--- src/rtl/pic_host_pkg.sv ---
package pic_host_pkg;
  localparam int BYTE_W   = 8;
  localparam int INIT_BIT = 4;   // set on a command write: start of the chain
  localparam int KIND_BIT = 3;   // with INIT_BIT clear: 0 -> OCW2, 1 -> OCW3
  localparam int SNGL_BIT = 1;   // start byte: single controller, no cascade byte
  localparam int MODE_BIT = 0;   // start byte: a mode byte follows
  localparam logic [1:0] SEL_REQ = 2'b10;
  localparam logic [1:0] SEL_ISR = 2'b11;

  typedef enum logic [2:0] {
    ST_IDLE,
    ST_VEC,
    ST_CASC,
    ST_MODE,
    ST_RUN
  } seq_st_t;
endpackage

--- src/rtl/pic_rst_sync.sv ---
module pic_rst_sync #(
  parameter int STAGES = 2
) (
  input  logic clk,
  input  logic rst_ni,
  output logic rst_sync_no
);
  logic [STAGES-1:0] chain_q;

  always_ff @(posedge clk or negedge rst_ni) begin
    if (!rst_ni) chain_q <= '0;
    else         chain_q <= {chain_q[STAGES-2:0], 1'b1};
  end

  assign rst_sync_no = chain_q[STAGES-1];
endmodule

--- src/rtl/pic_cmd_classify.sv ---
module pic_cmd_classify (
  input  logic       wr_en,
  input  logic       port_sel,
  input  logic [1:0] kind,
  input  logic       run,
  output logic       init_wr,
  output logic       data_wr,
  output logic       ocw2_wr,
  output logic       ocw3_wr,
  output logic       bad_wr
);
  logic cmd_wr;

  always_comb begin
    cmd_wr  = wr_en & ~port_sel;
    data_wr = wr_en & port_sel;
    init_wr = cmd_wr & kind[1];
    ocw2_wr = cmd_wr & ~kind[1] & run & ~kind[0];
    ocw3_wr = cmd_wr & ~kind[1] & run & kind[0];
    bad_wr  = cmd_wr & ~kind[1] & ~run;
  end
endmodule

--- src/rtl/pic_init_seq.sv ---
module pic_init_seq
  import pic_host_pkg::*;
#(
  parameter int DW = BYTE_W
) (
  input  logic          clk,
  input  logic          rst_ni,
  input  logic          init_wr,
  input  logic          data_wr,
  input  logic [DW-1:0] wdata,
  output seq_st_t       state,
  output logic [DW-1:0] vec_base
);
  seq_st_t       st_q, st_d;
  logic [DW-1:0] base_q, base_d;
  logic          casc_q, casc_d;
  logic          mode_q, mode_d;
  logic          seq_en;

  assign seq_en = init_wr | data_wr;

  always_comb begin
    st_d   = st_q;
    base_d = base_q;
    casc_d = casc_q;
    mode_d = mode_q;
    if (init_wr) begin
      st_d   = ST_VEC;
      casc_d = ~wdata[SNGL_BIT];
      mode_d = wdata[MODE_BIT];
    end else if (data_wr) begin
      unique case (st_q)
        ST_VEC: begin
          base_d = wdata;
          if (casc_q)      st_d = ST_CASC;
          else if (mode_q) st_d = ST_MODE;
          else             st_d = ST_RUN;
        end
        ST_CASC: st_d = mode_q ? ST_MODE : ST_RUN;
        ST_MODE: st_d = ST_RUN;
        default: st_d = st_q;
      endcase
    end
  end

  always_ff @(posedge clk or negedge rst_ni) begin
    if (!rst_ni) begin
      st_q   <= ST_IDLE;
      base_q <= '0;
      casc_q <= 1'b0;
      mode_q <= 1'b0;
    end else if (seq_en) begin
      st_q   <= st_d;
      base_q <= base_d;
      casc_q <= casc_d;
      mode_q <= mode_d;
    end
  end

  assign state    = st_q;
  assign vec_base = base_q;
endmodule

--- src/rtl/pic_rd_port.sv ---
module pic_rd_port
  import pic_host_pkg::*;
#(
  parameter int DW = BYTE_W
) (
  input  logic          clk,
  input  logic          rst_ni,
  input  logic          rd_en,
  input  logic          port_sel,
  input  logic [1:0]    sel,
  input  logic [DW-1:0] req_bits,
  input  logic [DW-1:0] isr_bits,
  input  logic [DW-1:0] mask,
  output logic [DW-1:0] rd_data
);
  logic [DW-1:0] rd_q, rd_d;

  always_comb begin
    if (port_sel)            rd_d = mask;
    else if (sel == SEL_REQ) rd_d = req_bits;
    else if (sel == SEL_ISR) rd_d = isr_bits;
    else                     rd_d = '0;
  end

  always_ff @(posedge clk or negedge rst_ni) begin
    if (!rst_ni)    rd_q <= '0;
    else if (rd_en) rd_q <= rd_d;
  end

  assign rd_data = rd_q;
endmodule

--- src/rtl/pic_host_regs.sv ---
module pic_host_regs
  import pic_host_pkg::*;
#(
  parameter int DW        = BYTE_W,
  parameter int SYNC_STGS = 2
) (
  input  logic          clk,
  input  logic          rst_n,
  input  logic          port_sel,
  input  logic          wr_en,
  input  logic [DW-1:0] wr_data,
  input  logic          rd_en,
  output logic [DW-1:0] rd_data,
  input  logic [DW-1:0] req_bits,
  input  logic [DW-1:0] isr_bits,
  output logic [DW-1:0] vec_base,
  output logic [DW-1:0] irq_mask,
  output logic          ocw2_stb,
  output logic [DW-1:0] ocw2_byte,
  output logic          stat_isr_sel,
  output logic          seq_err
);
  logic          rst_i_n;
  seq_st_t       state;
  logic          run, init_wr, data_wr, ocw2_wr, ocw3_wr, bad_wr;
  logic          mask_en;
  logic [DW-1:0] mask_q, ocw2_q;
  logic [1:0]    sel_q;
  logic          stb_q, err_q;

  pic_rst_sync #(.STAGES(SYNC_STGS)) u_rst (
    .clk(clk), .rst_ni(rst_n), .rst_sync_no(rst_i_n)
  );

  assign run = (state == ST_RUN);

  pic_cmd_classify u_cls (
    .wr_en(wr_en), .port_sel(port_sel), .kind(wr_data[INIT_BIT:KIND_BIT]),
    .run(run), .init_wr(init_wr), .data_wr(data_wr), .ocw2_wr(ocw2_wr),
    .ocw3_wr(ocw3_wr), .bad_wr(bad_wr)
  );

  pic_init_seq #(.DW(DW)) u_seq (
    .clk(clk), .rst_ni(rst_i_n), .init_wr(init_wr), .data_wr(data_wr),
    .wdata(wr_data), .state(state), .vec_base(vec_base)
  );

  assign mask_en = data_wr & (run | (state == ST_IDLE));

  always_ff @(posedge clk or negedge rst_i_n) begin
    if (!rst_i_n) begin
      mask_q <= '0;
      ocw2_q <= '0;
      sel_q  <= SEL_REQ;
      stb_q  <= 1'b0;
      err_q  <= 1'b0;
    end else begin
      if (mask_en) mask_q <= wr_data;
      if (ocw2_wr) ocw2_q <= wr_data;
      if (ocw3_wr) sel_q  <= wr_data[1:0];
      stb_q <= ocw2_wr;
      err_q <= bad_wr;
    end
  end

  pic_rd_port #(.DW(DW)) u_rd (
    .clk(clk), .rst_ni(rst_i_n), .rd_en(rd_en), .port_sel(port_sel),
    .sel(sel_q), .req_bits(req_bits), .isr_bits(isr_bits), .mask(mask_q),
    .rd_data(rd_data)
  );

  assign irq_mask     = mask_q;
  assign ocw2_byte    = ocw2_q;
  assign ocw2_stb     = stb_q;
  assign seq_err      = err_q;
  assign stat_isr_sel = (sel_q == SEL_ISR);
endmodule

--- config.mk ---
export PLATFORM = sky130hd
export DESIGN_NAME = pic_host_regs
export DESIGN_NICKNAME = d
export VERILOG_FILES = /design/src/rtl/pic_host_pkg.sv /design/src/rtl/pic_rst_sync.sv /design/src/rtl/pic_cmd_classify.sv /design/src/rtl/pic_init_seq.sv /design/src/rtl/pic_rd_port.sv /design/src/rtl/pic_host_regs.sv
export SDC_FILE = /design/constraint.sdc
export NUM_CORES = 1
export LEC_CHECK = 0
export ABC_AREA = 1
export BUFFER_PORTS_ARGS = -buffer_cell sky130_fd_sc_hd__buf_2
export CAP_MARGIN = 20
export CORE_MARGIN = 2
export CORE_UTILIZATION = 50
export CTS_BUF_LIST = sky130_fd_sc_hd__clkbuf_16
export DETAILED_ROUTE_END_ITERATION = 10
export PLACE_DENSITY = 0.79
export SLEW_MARGIN = 20
export SYNTH_ARGS = -nofsm -noshare
export SYNTH_HDL_FRONTEND = slang
export SYNTH_SLANG_ARGS = --single-unit
--- constraint.sdc ---
create_clock -name clk -period 2.9 [get_ports clk]
set_input_delay 0.58 -clock clk [delete_from_list [all_inputs] [get_ports clk]]
set_output_delay 0.58 -clock clk [all_outputs]
set_load 0.01 [all_outputs]
==> results of run 1 <==
-- metal layers --
metal	track usage [%]	up-vias
li1	-	834
met2	30.9	56
met5	0	-
met1	26.9	721
met4	4.59	0
met3	4.77	4
-- flip-flops by register name, indices dropped and copies added (netlist names) --
register,flops
irq_mask,8
seq_err,1
u_seq.casc_q,1
u_rst.chain_q,2
ocw2_stb,1
u_seq.vec_base,8
ocw2_byte,8
u_rd.rd_data,8
sel_q,2
u_seq.mode_q,1
u_seq.state,3
-- cell type report --
| class | instances | area [µm²] | share of cell area [%] |
|---|---|---|---|
| Sequential cell | 43 | 1080 | 44.3 |
| Clock buffer | 5 | 125 | 5.13 |
| Multi-Input combinational cell | 155 | 733 | 30.1 |
| Clock inverter | 3 | 38.8 | 1.59 |
| Tap cell | 48 | 60.1 | 2.46 |
| Timing Repair Buffer | 63 | 315 | 12.9 |
| Inverter | 23 | 86.3 | 3.54 |
-- through the flow --
step / instance area (µm²) / power (mW) / instances / hold slack (ps) / util, %
final: 2440 / 2.31 / 340 / 75.4 / 66.1
after global routing: 2440 / 2.48 / 340 / 74.6 / 66.1
after CTS: 2440 / 2.33 / 340 / 73.5 / 66.1
after detailed placement: 2270 / 1.72 / 332 / 344 / 61.6
after global placement: 2270 / 1.70 / 332 / 339 / 61.6
after floorplan: 1920 / 1.43 / 225 / 284 / -
-- Yosys cell counts, types with 2 or more instances --
cell and instances:
nor2_1 22, buf_2 2, dfrtp_1 42, a21oi_1 2
inv_1 18, o21ai_2 8, nand3_2 3, o21ai_0 4
nand3_1 18, nand2_1 82, inv_2 3, o21ai_1 8
clkinv_1 2
-- where the power goes --
part	leakage, nW	internal, mW	switching (mW)
combinational	0.768	0.297	0.427
sequential	0.538	0.823	0.158
clock	0.0812	0.401	0.206
-- cell families (layout without fill, tap and decap cells) --
family | after synthesis | count (layout) | share of synthesized area (%)
AO/OA/AOI/OAI | 23 | 23 | 7.62
other | 1 | 1 | 0.195
AND/OR/NAND/NOR | 131 | 131 | 30.3
flip-flops | 43 | 43 | 56.1
buffers and inverters | 27 | 94 | 5.79
-- critical path, delay by kind of cell (launching register included) --
family	cells	cell delay, ps
DFF	1	400
buffers and inverters	2	430
and+or+nand+nor	1	80
-- path summary, 6_finish.rpt --
check / cells past startpoint / endpoint / start / slack, ps
setup / recovery: 3 / stat_isr_sel / sel_q[0] / 1150
max in group asynchronous: 0 / u_seq.vec_base[5] / u_rst.chain_q[1] / 1960
hold reg to reg: 0 / u_rst.chain_q[1] / u_rst.chain_q[0] / 360
setup reg to reg: 6 / u_rd.rd_data[0] / sel_q[1] / 1590
hold / removal: 1 / u_rst.chain_q[0] / rst_n / 80
min in group clk: 0 / u_rst.chain_q[1] / u_rst.chain_q[0] / 360
==> summary.md, run 1 <==
| Metric | Value |
|---|---|
| Port bufs | 63 |
| Clock sinks | 43 |
| Outcome | completed |
| Worst Setup Start Kind | flip-flop |
| Final GP Congestion | 0.826 |
| Via-to-Cell Ratio | 4.75 |
| Top Metal Used | met4 |
| Fill count | 309 |
| Fin. Hold Viols | 0 |
| ANT cells | 0 |
| Final period utilization | 60.4% |
| Die Y | 66.0 µm |
| Worst Hold Class | input port to asynchronous set/reset pin |
| Met1 wire length | 1.96 mm |
| Global-route wire length before repair | 6.53 mm |
| Sequential area share after synthesis | 56.1% |
| Avg Cell Area, Syn | 8.54 µm² |
| EDFF count, synth | 0 |
| Largest net degree at the start of global routing | 42 |
| Unique masters post-synth | 24 |
| Leading area contributor after synthesis | dfrtp_1 |
| Final Slew Violations | 0 |
| Commonest non-fill, non-tap cell in the layout | nand2_1 |
| WL met2 | 1.73 mm |
| Synth warn | 0 |
| CTS Hold Buffers Added | 0 |
| Worst-path clk slew | 60 ps |
| Max clock buf depth | 2 |
| Worst endpoint data arrival time | 1170 ps |
| Die area | 4360 µm² |
| Overall global routing resource usage | 19.4% |
| DRC viols | 0 |
| Synth Cell Area | 1920 µm² |
| Pwr dens | 949 nW/µm² |
| Number of antenna violations at the first check in global routing | 0 |
| P&R area growth vs syn | 26.8% |
| CP Class | flip-flop to primary output |
| Die Wd | 66.0 µm |
| Final min period | 1750 ps |
| CTS resizes | 0 |
| CP Capture Type | primary output |
| Most frequent cells in the layout | nand2_1 (82), buf_2 (63), dfrtp_1 (41) |
| Root buf cell | clkbuf_16 |
| Clock Latency Late Sink | 270 ps |
| Post-DP HPWL | 3.01 mm |
| Register bit total from synthesis | 43 |
| DRT Pass-1 Iters | 4 |
| DRT antenna net count | 0 |
| Final global-route overflow total | 0 |
| Worst-path fanout max | 9 |
| Delay of the slowest critical-path stage | 400 ps |
| Initial core utilization | 52.1% |
| Critical path's slowest cell | dfrtp_1 |
| Routed vias | 1615 |
| Worst Tran Pin Value | 874 ps |
| CTS H-tree depth | 2 |
| Mapped Nets | 254 |
| CTS tree | built |
| Max Cap Viol | 0 |
| Critical path cell sequence | nand2_1, clkinv_1, buf_2 |
| Core region area | 3690 µm² |
| # IOs | 64 |
| Worst VDD drop | 585 µV |
| RSZ-0062 raised after global routing | no |
| Clock buffer count from CTS | 5 |
| # rows | 22 |
| Final setup vio count | 0 |
| Routed len/inst | 11.9 µm |
| Nets@finish | 320 |
| Leakage | 1.39 nW |
| Clock Skew | 3.49 ps |
| Initial detailed-routing violation count | 96 |
| Critical path required time | 2320 ps |
| Top cells by area, synth | dfrtp_1 (55%), nand2_1 (16%), nand3_1 (4.7%) |
| Post-synth ARST share | 100% |
| Post-synth top area share | 54.7% |
| Place WS | 1210 ps |
| Final worst setup slack | 1150 ps |
| Metal3 WL | 317 µm |
| Postcts setup bufs | 0 |
| Main synth FF type | dfrtp_1 |
| WL final | 4.05 mm |
| F_max | 571 MHz |
| Layout cell share with drive strength beyond 1 | 31.5% |
| Rel. slew slack | 41.7% |
| Final setup TNS | 0 ps |
| Vias in the first global route | 1437 |
| Gate Count Post-Synth | 225 |
(Power assumes the default switching activity.)
==> inputs of run 2 (changes only) <==
- ABC_AREA: 1 -> 0
- CORE_UTILIZATION: 50 -> 44
- PLACE_DENSITY: 0.79 -> 0.74
- clock period: 2.9 -> 1.4 ns (I/O delays scaled with it)
==> run 2 against run 1 <==
Compared with the run above: the flow now finishes with violations (negative setup slack); register-to-register slack worse by 1800 ps; power increased by 130%; final cell count shrank 19%; first-iteration DRC count decreased by 30%; flip-flop and latch count stayed put; largest cell class unchanged; highest routed layer unchanged; worst hold slack improved by 110 ps; count of clock-buffer cells in the layout unchanged; setup slack got worse by 1400 ps; routed wire length rose by 13%; synthesized cell count decreased by 38%; critical path depth is the same; cell area grew 9.5%.
==> summary.md, run 2 <==
| Metric | Value |
|---|---|
| Leakage | 1.33 nW |
| Gate Count Post-Synth | 140 |
| Global-route wire length before repair | 6.96 mm |
| Number of cells after detailed placement | 262 |
| EDFF count, synth | 0 |
| CTS tree | built |
| Worst-path fanout max | 2 |
| Overall global routing resource usage | 20.5% |
| Clock sinks | 43 |
| Port bufs | 63 |
| RSZ-0062 raised after global routing | yes |
| Worst-path clk slew | 60 ps |
| Outcome | finished with violations |
| Worst Setup Start Kind | flip-flop |
| Die area | 4730 µm² |
| Design Area, Final | 2670 µm² |
| Worst VDD drop | 1050 µV |
| Commonest non-fill, non-tap cell in the layout | buf_2 |
| Critical path required time | 1560 ps |
| Dpl cell area | 2340 µm² |
| Worst Hold Class | flip-flop to asynchronous set/reset pin |
| Clock Latency Late Sink | 280 ps |
| Commonest cells in the netlist | dfrtp_1 (42), mux2_2 (31), nor2_1 (10), a21oi_1 (9), a22oi_1 (9) |
| Sequential area share after synthesis | 58.4% |
| Main synth FF type | dfrtp_1 |
| CP Class | flip-flop to flip-flop |
| Post-DP HPWL | 3.07 mm |
| # IOs | 64 |
| Die Wd | 68.7 µm |
| Via-to-Cell Ratio | 5.20 |
| # rows | 23 |
| ANT cells | 0 |
| Largest net degree at the start of global routing | 18 |
| Fin Hold WS | 187 ps |
| F_max | 610 MHz |
| Final worst setup slack | -240 ps |
| Final min period | 1640 ps |
| Nets@finish | 254 |
| Final global-route overflow total | 0 |
| Place WS | -190 ps |
| Max Cap Viol | 0 |
| Die Y | 68.7 µm |
| Top cells by area, synth | dfrtp_1 (57%), mux2_2 (19%), a22oi_1 (3.7%) |
| DRT Pass-1 Iters | 4 |
| Unique masters post-synth | 28 |
| Most numerous cell in the Yosys netlist | dfrtp_1 |
| Register bit total from synthesis | 43 |
| Pwr dens | 2020 nW/µm² |
| Final period utilization | 117% |
| Synth warn | 0 |
| Number of antenna violations at the first check in global routing | 0 |
| Initial detailed-routing violation count | 67 |
| Mapped Nets | 169 |
| Final Instance Count excl. Fillers | 276 |
| Routed len/inst | 16.6 µm |
| Post-synth ARST share | 100% |
| Final Util | 66.2% |
| WL final | 4.57 mm |
| Layout cell share with drive strength beyond 1 | 59.3% |
| Max clock buf depth | 2 |
| Avg Cell Area, Syn | 13.2 µm² |
| Final setup vio count | 28 |
| Vias in the first global route | 1456 |
| CTS H-tree depth | 2 |
| Final Slew Violations | 0 |
| CP Capture Type | flip-flop |
| DRC viols | 0 |
| DRT antenna net count | 0 |
| Failing checks | negative setup slack |
| Final setup TNS | -2970 ps |
| Leading area contributor after synthesis | dfrtp_1 |
| Power consumption | 5.40 mW |
| Post-synth top area share | 57.0% |
| Worst endpoint data arrival time | 1800 ps |
| P&R area growth vs syn | 44.7% |
| Routed vias | 1436 |
| Most frequent cells in the layout | buf_2 (63), dfrtp_1 (41), mux2_4 (22) |
| Synth Cell Area | 1840 µm² |
| Final GP Congestion | 0.807 |
| Root buf cell | clkbuf_16 |
| Clock Skew | 3.14 ps |
| Core region area | 4030 µm² |
| Initial core utilization | 45.8% |
| Fin. Hold Viols | 0 |
| Clock buffer count from CTS | 5 |
## run 2: metal layers
metal	GRT usage, %	share of wire, %	vias to the layer above
li1	-	-	670
met1	25.1	41	722
met2	34.4	53	42
met3	6.66	5.8	2
met4	6.86	0.37	0
met5	0	0	-
## run 2: worst paths after layout
check	endpoint	startpoint	cells past startpoint	slack, ps
max in group asynchronous	sel_q[1]	u_rst.chain_q[1]	1	710
min	u_seq.vec_base[3]	u_rst.chain_q[1]	0	190
min reg2reg	u_seq.vec_base[3]	u_rst.chain_q[1]	0	190
max	sel_q[0]	u_seq.state[0]	3	-240
max reg2reg	sel_q[0]	u_seq.state[0]	3	-240
min in group clk	irq_mask[6]	wr_data[6]	2	270
## run 2: cell type report
type / count / area (µm²)
Clock buffer: 5 / 125
Clock inverter: 3 / 37.5
Fill cell: 316 / 1360
Inverter: 2 / 7.51
Multi-Input combinational cell: 89 / 838
Sequential cell: 43 / 1080
Tap cell: 50 / 62.6
Timing Repair Buffer: 84 / 519
## run 2: timing repair
item | in CTS | in global routing
gates cloned | 0 | 0
pin swaps | 3 | 3
endpoints found under the hold margin | 2 | 0
gates resized for setup | 20 | 11
hold buffers | 1 | 0
buffers inserted | 2 | 5
setup endpoints to repair | 27 | 29
## run 2: kinds of logic (layout without fill, tap and decap cells)
group	after synthesis	in the layout	synth area share, %
flops	43	43	58.4
compound gates	25	25	9.02
buf+inv	8	94	1.63
other cells	1	1	0.203
simple gates	30	30	10.2
mux	33	33	20.6
## run 2: where the power goes
part / leakage (nW) / internal (mW) / switching (mW)
Clock: 0.0864 / 0.827 / 0.430
Sequential: 0.529 / 1.70 / 0.351
Combinational: 0.718 / 1.25 / 0.843
Total: 1.33 / 3.78 / 1.62
## run 2: worst max-delay path, cell delays in order, from the launching register on
cell and delay [ps]:
dfrtp_1 410, or3b_4 430, or3_4 390, mux2_4 300
==> inputs of run 3 (changes only) <==
- SETUP_SLACK_MARGIN: not set -> 0.1
==> run 3 against run 2 <==
Compared with the run above: the flow still finishes with violations (negative setup slack); clock power down 14%; critical path depth unchanged; clock skew down 0.81 ps; first-iteration DRC count up 21%; power down 5.8%; worst hold slack worse by 88 ps; combinational power down 5%; final cell count down 1.8%; cell area down 2.3%; fmax up 3.2%; sequential power about the same; critical path type unchanged.
==> summary.md, run 3 (synthesized netlist as in run 2, its figures left out) <==
| Metric | Value |
|---|---|
| ANT cells | 0 |
| Root buf cell | clkbuf_16 |
| Final setup TNS | -1260 ps |
| Worst Hold Class | flip-flop to asynchronous set/reset pin |
| Post-DP HPWL | 2.97 mm |
| Largest net degree at the start of global routing | 37 |
| Sw power | 1.57 mW |
| Critical path cell sequence | or3b_4, or3_4, mux2_4 |
| Final Slew Violations | 0 |
| DRT Pass-1 Iters | 4 |
| Busiest grt layer | met2 |
| Int Power | 3.51 mW |
| Failing checks | negative setup slack |
| DRT antenna net count | 0 |
| Layout cell share with drive strength beyond 1 | 58.4% |
| Routed vias | 1377 |
| R2R Path End | sel_q[0] |
| Fin. Hold Viols | 0 |
| # IOs | 64 |
| Clock Power Share | 21.3% |
| R2R Path Start | u_seq.state[0] |
| RSZ-0062 raised after global routing | yes |
| R2R cell count | 3 |
| M3 GR Usage | 5.36% |
| F_max | 629 MHz |
| Clock sinks | 43 |
| Worst Setup Start Kind | flip-flop |
| Final worst setup slack | -189 ps |
| Clock Skew | 2.33 ps |
| Core region area | 4030 µm² |
| Clock buffer count from CTS | 5 |
| Critical path's slowest cell | or3b_4 |
| Nets@finish | 250 |
| Via-to-Cell Ratio | 5.08 |
| Die Wd | 68.7 µm |
| Final Instance Count excl. Fillers | 271 |
| Final min period | 1590 ps |
| CTS tree | built |
| Overall global routing resource usage | 18.9% |
| Worst-path fanout max | 2 |
| Outcome | finished with violations |
| Die area | 4730 µm² |
| Delay of the slowest critical-path stage | 410 ps |
| Worst endpoint data arrival time | 1750 ps |
| Final global-route overflow total | 0 |
| Place WS | -204 ps |
| Routed len/inst | 15.8 µm |
| Fin Hold WS | 98.7 ps |
| Port bufs | 63 |
| CP Class | flip-flop to flip-flop |
| Global Route met2 Usage | 30.0% |
| CTS H-tree depth | 2 |
| GRT met1 Usage | 24.4% |
| Worst VDD drop | 1120 µV |
| Clock Latency Late Sink | 280 ps |
| Critical Path End | sel_q[0] |
| DRC viols | 0 |
| Logic pwr share | 38.9% |
| Initial core utilization | 45.8% |
| Pwr dens | 1950 nW/µm² |
| Final period utilization | 114% |
| Number of antenna violations at the first check in global routing | 0 |
| Die Y | 68.7 µm |
| Worst-path clk slew | 60 ps |
| Vias in the first global route | 1284 |
| Crit path from | u_seq.state[0] |
| Worst reg2reg setup slack | -190 ps |
| Max Cap Viol | 0 |
| WL final | 4.27 mm |
| Sequential share of power | 39.8% |
| # rows | 23 |
| Max clock buf depth | 2 |
| Global-route wire length before repair | 6.44 mm |
| Final Util | 64.7% |
| Number of cells after detailed placement | 260 |
| Sw Ratio | 30.9% |
| Initial detailed-routing violation count | 81 |
| Most frequent cells in the layout | buf_2 (63), dfrtp_1 (41), mux2_4 (22) |
| Critical path required time | 1570 ps |
| Leakage | 1.29 nW |
| Final setup vio count | 17 |
| P&R area growth vs syn | 41.3% |
| CP Capture Type | flip-flop |
| Commonest non-fill, non-tap cell in the layout | buf_2 |
| Final GP Congestion | 0.795 |
## run 3: power by group through the flow
stage                     clock, mW  combinational (mW)  sequential [mW]
final                          1.08                1.98             2.03
after floorplan                   0               0.823             2.17
after detailed placement          0                1.68             2.03
after CTS                      1.11                1.99             2.03
after global routing           1.15                2.14             2.08
after global placement            0                1.64             2.01
## run 3: layer usage
metal | vias to the layer above | share of wire [%]
li1 | 661 | -
met2 | 41 | 50
met1 | 673 | 44
met5 | - | 0
met3 | 2 | 5.5
met4 | 0 | 0.56
## run 3: cell type report
cell class / instances / area [µm²]
Clock buffer: 5 / 125
Multi-Input combinational cell: 89 / 836
Tap cell: 50 / 62.6
Timing Repair Buffer: 80 / 485
Inverter: 2 / 7.51
Fill cell: 319 / 1420
Clock inverter: 2 / 11.3
Sequential cell: 43 / 1080
## run 3: per-stage QoR
step	instance area, µm²	power (mW)
5_1_grt	2610	5.37
2_1_floorplan	1860	2.99
4_1_cts	2610	5.13
3_5_place_dp	2320	3.71
6_report	2610	5.09
3_3_place_gp	2320	3.66
## run 3: worst max-delay path, delay by kind of cell, from the launching register on
kind	cells	cell delay (ps)
AND/OR/NAND/NOR	2	800
multiplexers	1	300
flip-flops	1	370
## run 3: timing repair
item | in CTS | in global routing
hold buffers | 1 | 0
gates resized for setup | 28 | 1
pin swaps | 4 | 1
endpoints found under the hold margin | 2 | 0
setup buffers | 3 | 1
setup endpoints to repair | 36 | 36
## run 3: worst min path at each step
stage,from,to
finish,u_rst.chain_q[1],u_seq.casc_q
global route,u_rst.chain_q[1],u_seq.vec_base[1]
CTS,u_rst.chain_q[1],u_seq.vec_base[1]
detailed placement,rst_n,u_rst.chain_q[0]
global placement,rst_n,u_rst.chain_q[0]
floorplan,rst_n,u_rst.chain_q[0]
